**src/rtl/raw10_pkg.sv**
```systemverilog
package raw10_pkg;
  localparam int MAX_LANES = 4;
  localparam int POP_W = 3;

  // strobes from control to datapath for one clock
  typedef struct packed {
    logic             accept;   // a pixel is taken this cycle
    logic             pushTwo;  // pixel closes a group: high byte plus low-bit byte
    logic [1:0]       phase;    // position of the pixel inside its group
    logic [POP_W-1:0] popN;     // bytes leaving the head of the buffer
  } ctrlStrobeT;

  function automatic logic [2:0] lanesFromCfg(input logic [1:0] cfg);
    case (cfg)
      2'd0:    return 3'd1;
      2'd1:    return 3'd2;
      default: return 3'd4;
    endcase
  endfunction
endpackage

```
**src/rtl/raw10_ctrl.sv**
```systemverilog
module raw10_ctrl
  import raw10_pkg::*;
#(
  parameter int BUF_DEPTH = 8,
  localparam int CNT_W = $clog2(BUF_DEPTH + 1)
) (
  input  logic                 clk,
  input  logic                 rstN,
  input  logic [1:0]           laneCfg,
  input  logic                 pixValid,
  input  logic                 pixLast,
  input  logic                 laneReady,
  output logic                 pixReady,
  output logic                 laneValid,
  output logic                 laneLast,
  output logic [MAX_LANES-1:0] byteEn,
  output logic [CNT_W-1:0]     fill,
  output logic [CNT_W-1:0]     activeN,
  output logic                 lineStart,
  output ctrlStrobeT           ctl
);
  logic [1:0]       phase;
  logic [CNT_W-1:0] beatN;
  logic [1:0]       pushN;
  logic             drain;
  logic             accept;
  logic             pop;

  // the line is complete and its bytes are still leaving
  assign drain    = lineStart && (fill != '0);
  assign pixReady = (fill <= CNT_W'(BUF_DEPTH - 2)) && !drain;
  assign accept   = pixValid && pixReady;

  assign beatN     = (fill < activeN) ? fill : activeN;
  assign laneValid = (fill >= activeN) || drain;
  assign laneLast  = drain && (fill <= activeN);
  assign pop       = laneValid && laneReady;

  for (genvar j = 0; j < MAX_LANES; j++) begin : g_en
    assign byteEn[j] = laneValid && (CNT_W'(j) < beatN);
  end

  assign pushN = !accept ? 2'd0 : ((phase == 2'd3) ? 2'd2 : 2'd1);

  always_comb begin
    ctl         = '0;
    ctl.accept  = accept;
    ctl.pushTwo = accept && (phase == 2'd3);
    ctl.phase   = phase;
    ctl.popN    = pop ? POP_W'(beatN) : '0;
  end

  always_ff @(posedge clk) begin
    if (!rstN) begin
      fill      <= '0;
      phase     <= '0;
      lineStart <= 1'b1;
      activeN   <= CNT_W'(1);
    end else begin
      fill <= fill - CNT_W'(ctl.popN) + CNT_W'(pushN);
      if (accept) begin
        phase     <= pixLast ? 2'd0 : phase + 2'd1;
        lineStart <= pixLast;
        if (lineStart) activeN <= CNT_W'(lanesFromCfg(laneCfg));
      end
    end
  end
endmodule

```
**src/rtl/raw10_datapath.sv**
```systemverilog
module raw10_datapath
  import raw10_pkg::*;
#(
  parameter int BUF_DEPTH = 8,
  localparam int CNT_W = $clog2(BUF_DEPTH + 1),
  localparam int IDX_W = $clog2(BUF_DEPTH)
) (
  input  logic                   clk,
  input  logic                   rstN,
  input  ctrlStrobeT             ctl,
  input  logic [CNT_W-1:0]       fill,
  input  logic [9:0]             pixData,
  input  logic [MAX_LANES-1:0]   byteEn,
  output logic [MAX_LANES*8-1:0] laneData
);
  logic [7:0] bufMem [BUF_DEPTH];
  logic [7:0] nxtMem [BUF_DEPTH];
  logic [5:0] lowAcc;
  logic [7:0] hiByte;
  logic [7:0] loByte;

  assign hiByte = pixData[9:2];
  assign loByte = {pixData[1:0], lowAcc};

  // shift the head out by popN, then append new bytes after the survivors
  always_comb begin
    int keep;
    keep = int'(fill) - int'(ctl.popN);
    for (int i = 0; i < BUF_DEPTH; i++) begin
      int src;
      src = i + int'(ctl.popN);
      nxtMem[i] = 8'h00;
      if (src < int'(fill))
        nxtMem[i] = bufMem[IDX_W'(src)];
      else if (ctl.accept && (i == keep))
        nxtMem[i] = hiByte;
      else if (ctl.pushTwo && (i == keep + 1))
        nxtMem[i] = loByte;
    end
  end

  always_ff @(posedge clk) begin
    if (!rstN) begin
      for (int i = 0; i < BUF_DEPTH; i++) bufMem[i] <= 8'h00;
      lowAcc <= '0;
    end else begin
      for (int i = 0; i < BUF_DEPTH; i++) bufMem[i] <= nxtMem[i];
      if (ctl.accept && !ctl.pushTwo) begin
        case (ctl.phase)
          2'd0:    lowAcc[1:0] <= pixData[1:0];
          2'd1:    lowAcc[3:2] <= pixData[1:0];
          default: lowAcc[5:4] <= pixData[1:0];
        endcase
      end
    end
  end

  for (genvar j = 0; j < MAX_LANES; j++) begin : g_lane
    assign laneData[8*j +: 8] = byteEn[j] ? bufMem[j] : 8'h00;
  end
endmodule

```
**src/rtl/raw10_lane_packer.sv**
```systemverilog
module raw10_lane_packer
  import raw10_pkg::*;
#(
  parameter int BUF_DEPTH = 8
) (
  input  logic                   clk,
  input  logic                   rstN,
  input  logic [1:0]             laneCfg,
  input  logic                   pixValid,
  input  logic [9:0]             pixData,
  input  logic                   pixLast,
  output logic                   pixReady,
  output logic                   laneValid,
  input  logic                   laneReady,
  output logic [MAX_LANES*8-1:0] laneData,
  output logic [MAX_LANES-1:0]   laneByteEn,
  output logic                   laneLast
);
  localparam int CNT_W = $clog2(BUF_DEPTH + 1);

  ctrlStrobeT       ctl;
  logic [CNT_W-1:0] fill;
  logic [CNT_W-1:0] activeN;
  logic             lineStart;

  raw10_ctrl #(.BUF_DEPTH(BUF_DEPTH)) u_ctrl (
    .clk(clk), .rstN(rstN), .laneCfg(laneCfg), .pixValid(pixValid),
    .pixLast(pixLast), .laneReady(laneReady), .pixReady(pixReady),
    .laneValid(laneValid), .laneLast(laneLast), .byteEn(laneByteEn),
    .fill(fill), .activeN(activeN), .lineStart(lineStart), .ctl(ctl)
  );

  raw10_datapath #(.BUF_DEPTH(BUF_DEPTH)) u_dp (
    .clk(clk), .rstN(rstN), .ctl(ctl), .fill(fill), .pixData(pixData),
    .byteEn(laneByteEn), .laneData(laneData)
  );
endmodule

```
**config.mk**
```make
export PLATFORM = sky130hd
export DESIGN_NAME = raw10_lane_packer
export DESIGN_NICKNAME = d
export VERILOG_FILES = /design/src/rtl/raw10_pkg.sv /design/src/rtl/raw10_ctrl.sv /design/src/rtl/raw10_datapath.sv /design/src/rtl/raw10_lane_packer.sv
export SDC_FILE = /design/constraint.sdc
export NUM_CORES = 1
export LEC_CHECK = 0
export ABC_AREA = 1
export CORE_MARGIN = 2
export CORE_UTILIZATION = 60
export DETAILED_ROUTE_END_ITERATION = 10
export DONT_BUFFER_PORTS = 1
export PLACE_DENSITY = 0.87
export SYNTH_ARGS = -nofsm -noshare
export SYNTH_HDL_FRONTEND = slang
export SYNTH_HIERARCHICAL = 1
export SYNTH_SLANG_ARGS = --single-unit
```
**constraint.sdc**
```tcl
create_clock -name clk -period 4.4 [get_ports clk]
set_clock_uncertainty 0.2 [all_clocks]
set_input_delay 0.44 -clock clk [delete_from_list [all_inputs] [get_ports clk]]
set_output_delay 0.44 -clock clk [all_outputs]
set_load 0.005 [all_outputs]
```
==> flow_summary.ini, run 1 <==
[floorplan]
initial_core_util = 0.616
ios = 56
row_count = 41
core_area_mm2 = 0.0127
fp.dieArea_mm2 = 0.0139
die_h_um = 118
die_w_um = 118

[cells_and_area]
drive_gt1_frac = 0.0807
num_antenna_cells = 0
area_growth_pct = 5.26
utilization = 0.649
stdcell_area_mm2 = 0.00822
n_fill_cell = 1222
final_nets = 1343

[routing]
vias_per_cell = 6.28
drt_iter0_markers = 1609
postRouteAntennaNets = 0
drc = 0
vias = 9169
drt_wl_total_mm = 28.9
first_pass_iters = 6
post_drt_wl_per_cell_um = 19.8

[timing]
holdWs_ns = 0.0155
finalSetupViolCount = 0
post-route-min-period_ns = 4.15
worst_pin_slew_ns = 0.687
period_share = 0.944
timing.max_slew.rel_slack = 0.541
maxSlewViolCount = 0
rsz0062_at_grt = false
tns_ns = 0
final_hold_viol_count = 0
clock.fmax_mhz = 241

[hold_path]
min_from = pixLast
hold_path.class = in -> reg
whs_endpoint = u_ctrl/lineStart
hold_depth = 2

[placement]
globalplace.congestion = 1.04
hpwl_mm = 21.9
place_area_mm2 = 0.00794
port_buffers = 0

[clocking]
cts_root_buffer = clkbuf_16
clockBufferDepth = 2
clock-sinks = 80
clk_pin_slew_ns = 0.07
cts-buffers-inserted = 9
clock_latency_ns = 0.35
postCtsSetupRepairBufs = 0
htreeDepth = 3
cts_tree = yes

[yosys]
syn_area_per_cell_um2 = 5.96
synthCells = 1311
ys_warn_count = 6
synthesis.area_mm2 = 0.00781
synth.net_count = 1370

[critical_path]
crit_top_cell = ha_1
cp_slowest_cell = dfxtp_1
critPathLaunchType = flop
r2r_start = u_ctrl/fill[1]
required_ns = 4.44
rrSetupSlack_ns = 0.25
cp-end-kind = flop
crit_arrival_ns = 4.19
slowest_delay_ns = 0.43
crit_buf_inv = 3
r2r-end = u_dp/bufMem[5][4]
path_class = reg -> reg
r2r_cells = 18
crit_family = compound AO/OA/AOI/OAI gates
critPathMaxFanout = 35
worstPathCellList = ha_1 -> nand3_1 -> nand3_2 -> o21ai_1 -> nand2_1 -> nor2_2 -> buf_4 -> ha_1 -> xor2_2 -> inv_2 -> ha_1 -> a21o_1 -> a31oi_1 -> inv_2 -> a21oi_1 -> o21ai_1 -> nand2_1 -> nor2_1

[grt]
grt.overflow.total = 0
grt_pass1_vias = 7982
antenna_found_initial = 0
track_usage = 0.409
grt_max_degree = 60
grt_pass1_wl_mm = 44.6

[outcome]
status = complete, no violations

[run]
drv_cap = 0
## timing repair
action / 4_1_cts / 5_1_grt
hold endpoints to repair: 3 / 0
gates resized for setup: 0 / 1
hold buffers: 1 / 0
endpoints found under the setup margin: 0 / 5
## worst max path at each step
| stage | slack, ns | cells after the start | to | from |
|---|---|---|---|---|
| after floorplan | 0.15 | 19 | u_dp/bufMem[6][0] | u_ctrl/fill[2] |
| after global placement | 0.40 | 18 | u_dp/bufMem[5][4] | u_ctrl/fill[1] |
| after detailed placement | 0.26 | 17 | u_dp/bufMem[5][7] | u_ctrl/fill[1] |
| after CTS | 0.23 | 17 | u_dp/bufMem[5][7] | u_ctrl/fill[1] |
| after global routing | 0.05 | 19 | u_dp/bufMem[5][4] | u_ctrl/activeN[2] |
| final | 0.25 | 18 | u_dp/bufMem[5][4] | u_ctrl/fill[1] |
## per-layer routing
layer	vias to the layer above	track usage	part of all wire
li1	4230	-	-
met2	735	0.573	0.40
met3	86	0.139	0.15
met4	0	0.169	0.041
met5	-	0	0
met1	4118	0.568	0.41
## flip-flops by register name, indices dropped and copies added (netlist names)
register          flops
u_dp/lowAcc           6
u_ctrl/phase          2
u_dp/bufMem          64
u_ctrl/activeN        3
u_ctrl/lineStart      1
u_ctrl/fill           4
## metrics by stage
| step | instances | setup slack [ns] |
|---|---|---|
| after floorplan | 1311 | 0.146 |
| after detailed placement | 1444 | 0.260 |
| final | 1460 | 0.248 |
| after global placement | 1444 | 0.402 |
| after CTS | 1460 | 0.227 |
| after global routing | 1460 | 0.0463 |
## final cells by class
class,instances,area (µm²),area share
inverters,184,691,0.0840
repair buffers,27,205,0.0250
clock buffers,11,243,0.0295
well taps,172,215,0.0262
multi-input cells,982,5230,0.637
flip-flops and latches,80,1600,0.195
clock inverters,4,30.0,0.00365
## worst register-to-register path, cell delays in order, from the launching register on
cell     delay, ns
dfxtp_1       0.43
ha_1          0.29
nand3_1       0.11
nand3_2       0.15
o21ai_1       0.23
nand2_1       0.15
nor2_2        0.14
buf_4         0.38
ha_1          0.27
xor2_2        0.21
inv_2         0.06
ha_1          0.17
a21o_1        0.17
a31oi_1       0.42
inv_2         0.25
a21oi_1       0.18
o21ai_1       0.11
nand2_1       0.10
nor2_1        0.05
## placed cells by master, fill, tap and decap left out, drive strengths merged, types with 6 or more instances in the layout
cell type and count:
mux2i 10, o21ai 195, nand3 78, clkbuf 11, nor2 102, a21oi 87, dfxtp 80, buf 26
a31oi 11, ha 39, o2111ai 8, nand4 8, o211ai 36, or2 6, nand2 366, inv 183
Power of run 1 is not shown: default switching activity piles up to over one toggle a cycle in this logic, so the estimate is an artifact.
==> inputs of run 2 (changes only) <==
Settings changed: ABC_AREA 1 to unset, CORE_UTILIZATION 60 to 65, PLACE_DENSITY 0.87 to 0.89.
Clock period 4.4 ns to 4.79 ns, I/O delays scaled along.
==> run 2 against run 1 <==
Compared with the run above:
- die area is 10% lower
- via count is 14% lower
- worst setup slack better by 0.048 ns
- maximum frequency is 7.6% lower
- clock-buffer cell count is 1 lower
- sequential share of layout area is 0.31 points higher
- largest cell class unchanged
==> flow_summary.ini, run 2 <==
[clocking]
htreeDepth = 3
clock_latency_ns = 0.36
clockBufferDepth = 2
cts_root_buffer = clkbuf_16
holdBufCountCts = 0
clk_pin_slew_ns = 0.06
clock-sinks = 80
cts-buffers-inserted = 9
cts_tree = yes

[floorplan]
die_w_um = 112
fp.dieArea_mm2 = 0.0125
ios = 56
die_h_um = 112
row_count = 39
initial_core_util = 0.663
core_area_mm2 = 0.0114

[grt]
track_usage = 0.424
antenna_found_initial = 1
grt_max_degree = 49
grt_pass1_wl_mm = 41.2
grt_pass1_vias = 7394
grt.overflow.total = 0

[yosys]
synth.net_count = 975
synthCells = 916
synthesis.area_mm2 = 0.00757
syn_area_per_cell_um2 = 8.27
ys_warn_count = 6

[placement]
port_buffers = 0
place_area_mm2 = 0.00780
hpwl_mm = 18.2
globalplace.congestion = 1.02

[timing]
finalSetupViolCount = 0
tns_ns = 0
clock.fmax_mhz = 223
holdWs_ns = 0.00571
worst_pin_slew_ns = 1.18
maxSlewViolCount = 0
post-route-min-period_ns = 4.49
final_hold_viol_count = 0
timing.max_slew.rel_slack = 0.206
period_share = 0.938

[critical_path]
cp.depth = 16
slowest_delay_ns = 0.42
crit_family = compound AO/OA/AOI/OAI gates
cp_slowest_cell = dfxtp_1
required_ns = 4.83
crit_arrival_ns = 4.53
critPathLaunchType = flop
worstPathCellList = inv_1 -> ha_1 -> a211oi_1 -> nand2_1 -> buf_4 -> o41ai_2 -> buf_4 -> inv_1 -> ha_1 -> ha_1 -> a21oi_1 -> o21ai_0 -> and2_1 -> nor3b_4 -> buf_4 -> a221o_1
critPathMaxFanout = 6
cp-end-kind = flop
path_class = reg -> reg
crit_buf_inv = 5
r2r_cells = 16

[cells_and_area]
regMostFlops = u_dp/bufMem
final_nets = 954
drive_gt1_frac = 0.158
final_cell_mix = nand2_1, dfxtp_1, nor2_1
top_regs = u_dp/bufMem (64), u_dp/lowAcc (6), u_ctrl/fill (4)
num_antenna_cells = 0
largest_register_ffs = 64
utilization = 0.709
stdcell_area_mm2 = 0.00809
area_growth_pct = 6.82
final_common_cell = nand2_1

[run]
drv_cap = 0

[routing]
vias_per_cell = 7.60
vias = 7918
first_pass_iters = 7
post_drt_wl_per_cell_um = 25.5
postRouteAntennaNets = 0
drt_wl_total_mm = 26.6
drc = 0
drt_iter0_markers = 1421

[outcome]
status = complete, no violations

[power]
power.density_mw_per_mm2 = 819
p_leak_nw = 3.01
ir_drop_mv = 0.526

[hold_path]
hold_path.class = in -> reg
hold_depth = 1
## run 2: worst paths after layout
kind                                        start           endpoint  slack [ns]
worst max-delay path            u_ctrl/activeN[2]  u_dp/bufMem[5][0]        0.30
worst min-delay path                         rstN  u_ctrl/activeN[0]       0.006
worst max register to register  u_ctrl/activeN[2]  u_dp/bufMem[5][0]        0.30
worst min register to register    u_ctrl/phase[0]    u_ctrl/phase[0]        0.32
## run 2: area by class of cell
class | instances | area (µm²)
timing repair buffer | 40 | 317
fill | 917 | 3330
clock buffer | 10 | 229
tap | 143 | 179
clock inverter | 5 | 35.0
inverter | 30 | 113
multi-input combinational | 734 | 5620
sequential | 80 | 1600
## run 2: per-stage QoR
stage	cells	power (mW)	worst slack (ns)
after CTS	1040	6.40	0.251
after global placement	1025	5.65	0.345
after global routing	1042	6.96	-0.00617
final	1042	6.63	0.297
after floorplan	916	4.34	0.00173
after detailed placement	1025	5.73	0.282
## run 2: timing repair
item                                    CTS  global route
buffers inserted                          0             2
endpoints found under the setup margin    0            22
resized for setup                         0             4
## run 2: power by group
| group | switching, mW | total [mW] | internal (mW) |
|---|---|---|---|
| clock | 0.299 | 0.647 | 0.348 |
| sequential | 0.297 | 1.16 | 0.864 |
| combinational | 3.01 | 4.82 | 1.80 |
| total | 3.61 | 6.63 | 3.02 |
## run 2: worst reg2reg max path: cells and delay by family (launching register included)
kind	cells	cell delay [ns]
AOI/OAI and AO/OA	5	1.42
adders and majority gates	3	1.03
buffers and inverters	5	0.73
and+or+nand+nor	3	0.58
DFF	1	0.42
## run 2: per-layer routing
| metal | part of all wire | up-vias | routed length [µm] | track usage |
|---|---|---|---|---|
| met2 | 0.43 | 753 | 11300 | 0.629 |
| met1 | 0.35 | 3600 | 9240 | 0.564 |
| li1 | - | 3390 | - | - |
| met3 | 0.16 | 175 | 4310 | 0.124 |
| met5 | 0 | - | 0 | 0 |
| met4 | 0.065 | 0 | 1720 | 0.220 |
Power figures use the tool's default switching activity.
